File: config.mk
export PLATFORM = sky130hd
export DESIGN_NAME = gpx_addr_ptr
export DESIGN_NICKNAME = d
export VERILOG_FILES = /design/src/rtl/gpx_ptr_pkg.sv /design/src/rtl/gpx_addr_decode.sv /design/src/rtl/gpx_addr_step.sv /design/src/rtl/gpx_addr_ptr.sv
export SDC_FILE = /design/constraint.sdc
export NUM_CORES = 1
export LEC_CHECK = 0
export BUFFER_PORTS_ARGS = -buffer_cell sky130_fd_sc_hd__buf_2
export CORE_MARGIN = 5
export CORE_UTILIZATION = 25
export DETAILED_ROUTE_END_ITERATION = 7
export GPL_TIMING_DRIVEN = 0
export PLACE_DENSITY = 0.47
export SYNTH_ARGS = -nofsm -noshare
export SYNTH_HDL_FRONTEND = slang
export SYNTH_SLANG_ARGS = --single-unit
export TNS_END_PERCENT = 5
File: constraint.sdc
create_clock -name clk -period 2 [get_ports clk]
set_clock_uncertainty 0.15 [all_clocks]
set_input_delay 0.3 -clock clk [delete_from_list [all_inputs] [get_ports clk]]
set_output_delay 0.3 -clock clk [all_outputs]
set_load 0.02 [all_outputs]
File: src/rtl/gpx_ptr_pkg.sv
package gpx_ptr_pkg;
   typedef enum logic [3:0] {
      RK_DIR    = 4'd0,
      RK_POL    = 4'd1,
      RK_IRQEN  = 4'd2,
      RK_CMPVAL = 4'd3,
      RK_IRQCTL = 4'd4,
      RK_CFG    = 4'd5,
      RK_PULL   = 4'd6,
      RK_FLAG   = 4'd7,
      RK_CAPT   = 4'd8,
      RK_PORT   = 4'd9,
      RK_LATCH  = 4'd10
   } reg_kind_e;

   localparam int NUM_REGS   = 11;
   localparam int CFG_INDEX  = int'(RK_CFG);
   localparam int BANK_STEP  = 16;
   localparam int ADDR_BITS  = 8;
endpackage

File: src/rtl/gpx_addr_decode.sv
module gpx_addr_decode
   import gpx_ptr_pkg::*;
#(
   parameter int AW      = ADDR_BITS,
   parameter int NREG    = NUM_REGS,
   parameter int BSTRIDE = BANK_STEP,
   parameter int CFG_IDX = CFG_INDEX,
   parameter int IW      = $clog2(NREG)
) (
   input  logic [AW-1:0] addr,
   input  logic          bank_sep,
   output logic          hit,
   output logic          port_b,
   output logic [IW-1:0] idx,
   output logic          cfg
);
   localparam int SW = $clog2(BSTRIDE);
   localparam logic [AW-1:0] A_END  = AW'(NREG);
   localparam logic [AW-1:0] B_BASE = AW'(BSTRIDE);
   localparam logic [AW-1:0] B_END  = AW'(BSTRIDE + NREG);
   localparam logic [AW-1:0] I_END  = AW'(2 * NREG);

   logic [IW-1:0] b_off;

   generate
      if (BSTRIDE == (1 << SW)) begin : g_pow2_bank
         logic [SW-1:0] low_bits;
         assign low_bits = addr[SW-1:0];
         assign b_off    = low_bits[IW-1:0];
      end else begin : g_sub_bank
         logic [AW-1:0] diff;
         assign diff  = addr - B_BASE;
         assign b_off = diff[IW-1:0];
      end
   endgenerate

   always_comb begin
      hit    = 1'b0;
      port_b = 1'b0;
      idx    = '0;
      if (bank_sep) begin
         if (addr < A_END) begin
            hit = 1'b1;
            idx = addr[IW-1:0];
         end else if (addr >= B_BASE && addr < B_END) begin
            hit    = 1'b1;
            port_b = 1'b1;
            idx    = b_off;
         end
      end else if (addr < I_END) begin
         hit    = 1'b1;
         port_b = addr[0];
         idx    = addr[IW:1];
      end
      cfg = hit && (idx == IW'(CFG_IDX));
   end
endmodule

File: src/rtl/gpx_addr_step.sv
module gpx_addr_step
   import gpx_ptr_pkg::*;
#(
   parameter int AW      = ADDR_BITS,
   parameter int NREG    = NUM_REGS,
   parameter int BSTRIDE = BANK_STEP
) (
   input  logic [AW-1:0] addr,
   input  logic          bank_sep,
   input  logic          seq_off,
   output logic [AW-1:0] nxt
);
   localparam logic [AW-1:0] LAST_A = AW'(NREG - 1);
   localparam logic [AW-1:0] LAST_B = AW'(BSTRIDE + NREG - 1);
   localparam logic [AW-1:0] LAST_I = AW'(2 * NREG - 1);
   localparam logic [AW-1:0] B_BASE = AW'(BSTRIDE);
   localparam logic [AW-1:0] ONE    = AW'(1);

   always_comb begin
      if (bank_sep) begin
         if (seq_off)            nxt = addr;
         else if (addr == LAST_A) nxt = B_BASE;
         else if (addr >= LAST_B) nxt = '0;
         else                     nxt = addr + ONE;
      end else begin
         if (seq_off)             nxt = addr ^ ONE;
         else if (addr >= LAST_I) nxt = '0;
         else                     nxt = addr + ONE;
      end
   end
endmodule

File: src/rtl/gpx_addr_ptr.sv
module gpx_addr_ptr
   import gpx_ptr_pkg::*;
#(
   parameter int AW      = ADDR_BITS,
   parameter int NREG    = NUM_REGS,
   parameter int BSTRIDE = BANK_STEP,
   parameter int CFG_IDX = CFG_INDEX,
   parameter int IW      = $clog2(NREG)
) (
   input  logic          clk,
   input  logic          rst_n,
   input  logic          addr_load,
   input  logic [AW-1:0] addr_in,
   input  logic          byte_done,
   input  logic          bank_sep,
   input  logic          seq_off,
   output logic [AW-1:0] cur_addr,
   output logic          port_b,
   output logic [IW-1:0] reg_idx,
   output logic          addr_hit,
   output logic          cfg_hit
);
   generate
      if (NREG < 2 || NREG > BSTRIDE) begin : g_bad_stride
         $error("bank stride must hold every register of a port");
      end
      if (BSTRIDE + NREG > (1 << AW) || 2 * NREG > (1 << AW)) begin : g_bad_aw
         $error("address width too small for the register map");
      end
      if (IW + 1 > AW || CFG_IDX >= NREG) begin : g_bad_idx
         $error("index width or configuration index out of range");
      end
   endgenerate

   logic [AW-1:0] ptr_q;
   logic [AW-1:0] ptr_nxt;

   gpx_addr_step #(.AW(AW), .NREG(NREG), .BSTRIDE(BSTRIDE)) step_i (
      .addr     (ptr_q),
      .bank_sep (bank_sep),
      .seq_off  (seq_off),
      .nxt      (ptr_nxt)
   );

   always_ff @(posedge clk or negedge rst_n) begin
      if (!rst_n)         ptr_q <= '0;
      else if (addr_load) ptr_q <= addr_in;
      else if (byte_done) ptr_q <= ptr_nxt;
   end

   gpx_addr_decode #(.AW(AW), .NREG(NREG), .BSTRIDE(BSTRIDE),
                     .CFG_IDX(CFG_IDX), .IW(IW)) dec_i (
      .addr     (ptr_q),
      .bank_sep (bank_sep),
      .hit      (addr_hit),
      .port_b   (port_b),
      .idx      (reg_idx),
      .cfg      (cfg_hit)
   );

   assign cur_addr = ptr_q;
endmodule

==> run_results.csv <==
group,metric,value,unit
outcome,status,"complete, but fails checks",
outcome,violations,"negative setup slack",
placement,place.gp.congestion,0.744,
grt,grt_pass1_wl,4700,um
clocking,clock_sinks,8,
layout,num_antenna_cells,0,
layout,fill_cells,355,
synthesis,ys_warn_count,0,
sta,max_freq,465,MHz
floorplanning,die_x,68.6,um
synthesis,ys_ff_latch,8,
power,fin_total_pwr,0.701,mW
power,ir_worst_vdd,256,uV
layout,multi_input_area,626,sq um
sta,fin_crit_sh,1.07,
critical_path,worstSetupStartpointType,"flop",
clocking,clk_latency,0.26,ns
power,p_sw_frac,0.389,
min_path,min_path_type,"in -> reg",
grt,overflow,0,
synthesis,syn-cell-area,860,sq um
synthesis,yosys_most_used_dff,"dfrtp_1",
floorplanning,io_pins,29,
critical_path,reg2reg_from,"cur_addr[1]",
layout,final_nets,166,
power,p_leak,0.589,nW
synthesis,yosysSeqAreaShare,0.233,
critical_path,r2r_slack,-0.08,ns
routing,wire_per_inst,14.2,um
layout,layout.cells.most_common,"buf_2",
min_path,hold_end,"cur_addr[6]",
synthesis,async_reset_ff_frac,1.00,
placement,dp.final_hpwl,2010,um
synthesis,synthesis.nets,117,
floorplanning,core,3340,sq um
power,clkPwrFrac,0.181,
critical_path,cp.arrival,1.70,ns
routing,ant_nets,0,
clocking,cts.clk_slew.worst_paths,0.06,ns
clocking,cts_buffer_depth,2,
placement,port_buffers,28,
routing,wl,2720,um
critical_path,crit_required,1.55,ns
grt,grt_start_max_net_pins,11,
job,maxCapViolations,0,
layout,area_growth,55.2,%
routing,drc,0,
sta,fin_crit,2.15,ns
layout,seq_area,204,sq um
power,p_sw,0.273,mW
floorplanning,initial_utilization,0.258,
grt,antenna_found_initial,0,
clocking,root_buffer,"clkbuf_4",
layout,final_cell_mix,"buf_2 (24), buf_4 (15), nand2_1 (11)",
sta,rsz0062_at_grt,"true",
critical_path,r2r_cells,8,
routing,viasPerCell,5.02,
synthesis,synth_cell_type_count,49,
sta,layout_setup_ws,-0.149,ns
clocking,tritoncts,"done",
power,powerDensity,526,nW/um^2
routing,num_vias,963,
power,power_frac_comb,0.530,
sta,hold_viol,0,
floorplanning,die-area,4710,sq um
layout,largest_reg_flops,8,
floorplanning,rows,21,
min_path,holdPathStages,3,
routing,drt_iter0_markers,56,
critical_path,critPathCaptureType,"output pin",
synthesis,synthCells,99,
synthesis,synth_edf_count,0,
power,p_int,0.428,mW
critical_path,r2r-end,"cur_addr[4]",
layout,drive_gt1_frac,0.527,
critical_path,path_max_fanout,3,
floorplanning,die_h,68.6,um
sta,setup_viol,10,
routing,dr.pass1.iters,4,
min_path,hp-start,"addr_in[6]",
critical_path,path_class,"reg -> out",
clocking,htreeDepth,1,
power,pwr-share-seq,0.288,
sta,finalSetupTns,-0.827,ns
clocking,cts_buffers,3,
sta,drv_slew,0,
synthesis,syn_area_per_cell,8.68,sq um
grt,grt_pass1_vias,962,
sta,worst_slew_pin_slew,0.301,ns
sta,maxSlewHeadroom,0.798,
grt,grtUsageTotal,0.129,
placement,place_area,1070,sq um
layout,fin_area,1330,sq um
## synth_stat cells, drive strengths merged, types with 2 or more instances
| library cell | count | area, sq um |
|---|---|---|
| nand2 | 12 | 45.0 |
| dfrtp | 8 | 200 |
| buf | 6 | 48.8 |
| nor2 | 5 | 18.8 |
| ha | 4 | 50.1 |
| inv | 4 | 15.0 |
| nand3 | 4 | 20.0 |
| a21o | 3 | 23.8 |
| a21oi | 3 | 15.0 |
| a31oi | 3 | 18.8 |
| a32o | 3 | 30.0 |
| clkbuf | 3 | 21.3 |
| nor3b | 3 | 22.5 |
| a2111oi | 2 | 36.3 |
| and2 | 2 | 13.8 |
| nor3 | 2 | 15.0 |
| o211ai | 2 | 15.0 |
| o21ai | 2 | 10.0 |
| o22ai | 2 | 12.5 |
| o31ai | 2 | 25.0 |
| or2b | 2 | 16.3 |
| xnor2 | 2 | 17.5 |
## layout make-up
class / count / share of cell area
inverter: 4 / 0.0131
sequential: 8 / 0.153
buffer: 9 / 0.0685
timing repair buffer: 44 / 0.236
multi-input combinational: 78 / 0.469
clock buffer: 3 / 0.0169
tap: 46 / 0.0432
## per-layer routing
layer	track usage	routed length (um)	up-vias
met5	0	0	-
met4	0.0447	25	0
met2	0.210	1290	29
met1	0.170	1250	460
li1	-	-	470
met3	0.0243	152	4
## logic make-up (layout without fill, tap and decap cells)
kind of cell,Yosys count,count (layout),share of synthesized area
compound gates,31,31,0.310
flops,8,8,0.233
buf+inv,13,60,0.0990
xor+xnor,2,2,0.0204
fa+ha+maj,4,4,0.0582
simple gates,41,41,0.280
## critical path, stage by stage (launching register included)
cell and delay (ns):
dfrtp_2 0.44, buf_12 0.14, ha_4 0.16, nor2_4 0.08, o211a_1 0.19, a21o_1 0.12
o2111a_1 0.19, buf_6 0.12
## stage by stage
stage                     instances  utilization  hold WS (ns)  setup slack (ns)
after floorplan                  99            -        -0.146           -0.0133
after global placement          173        0.322       0.00595            -0.193
after detailed placement        173        0.322       0.00742            -0.190
after CTS                       186        0.373         0.104            -0.120
after global routing            192        0.400         0.107            -0.227
final                           192        0.400         0.105            -0.149
## what timing repair did
item	CTS	global route
resized for setup	23	9
pin swaps	8	8
buffers inserted	9	6
hold endpoints to repair	8	0
setup endpoints to repair	12	13
hold buffers	1	0
## worst max path at each step
| stage | slack (ns) | end | start | cells past startpoint |
|---|---|---|---|---|
| after floorplan | -0.01 | cfg_hit | cur_addr[6] | 4 |
| after global placement | -0.19 | cur_addr[4] | cur_addr[1] | 7 |
| after detailed placement | -0.19 | cur_addr[4] | cur_addr[1] | 7 |
| after CTS | -0.12 | cfg_hit | cur_addr[5] | 6 |
| after global routing | -0.23 | cfg_hit | cur_addr[1] | 7 |
| final | -0.15 | cfg_hit | cur_addr[1] | 7 |
## power groups by stage
stage,registers [mW],logic [mW],clock network (mW)
floorplan,0.221,0.173,0
global placement,0.207,0.272,0
detailed placement,0.207,0.274,0
CTS,0.201,0.335,0.135
global route,0.206,0.403,0.145
finish,0.202,0.372,0.127
No activity file was read; power rests on OpenSTA's default activity.
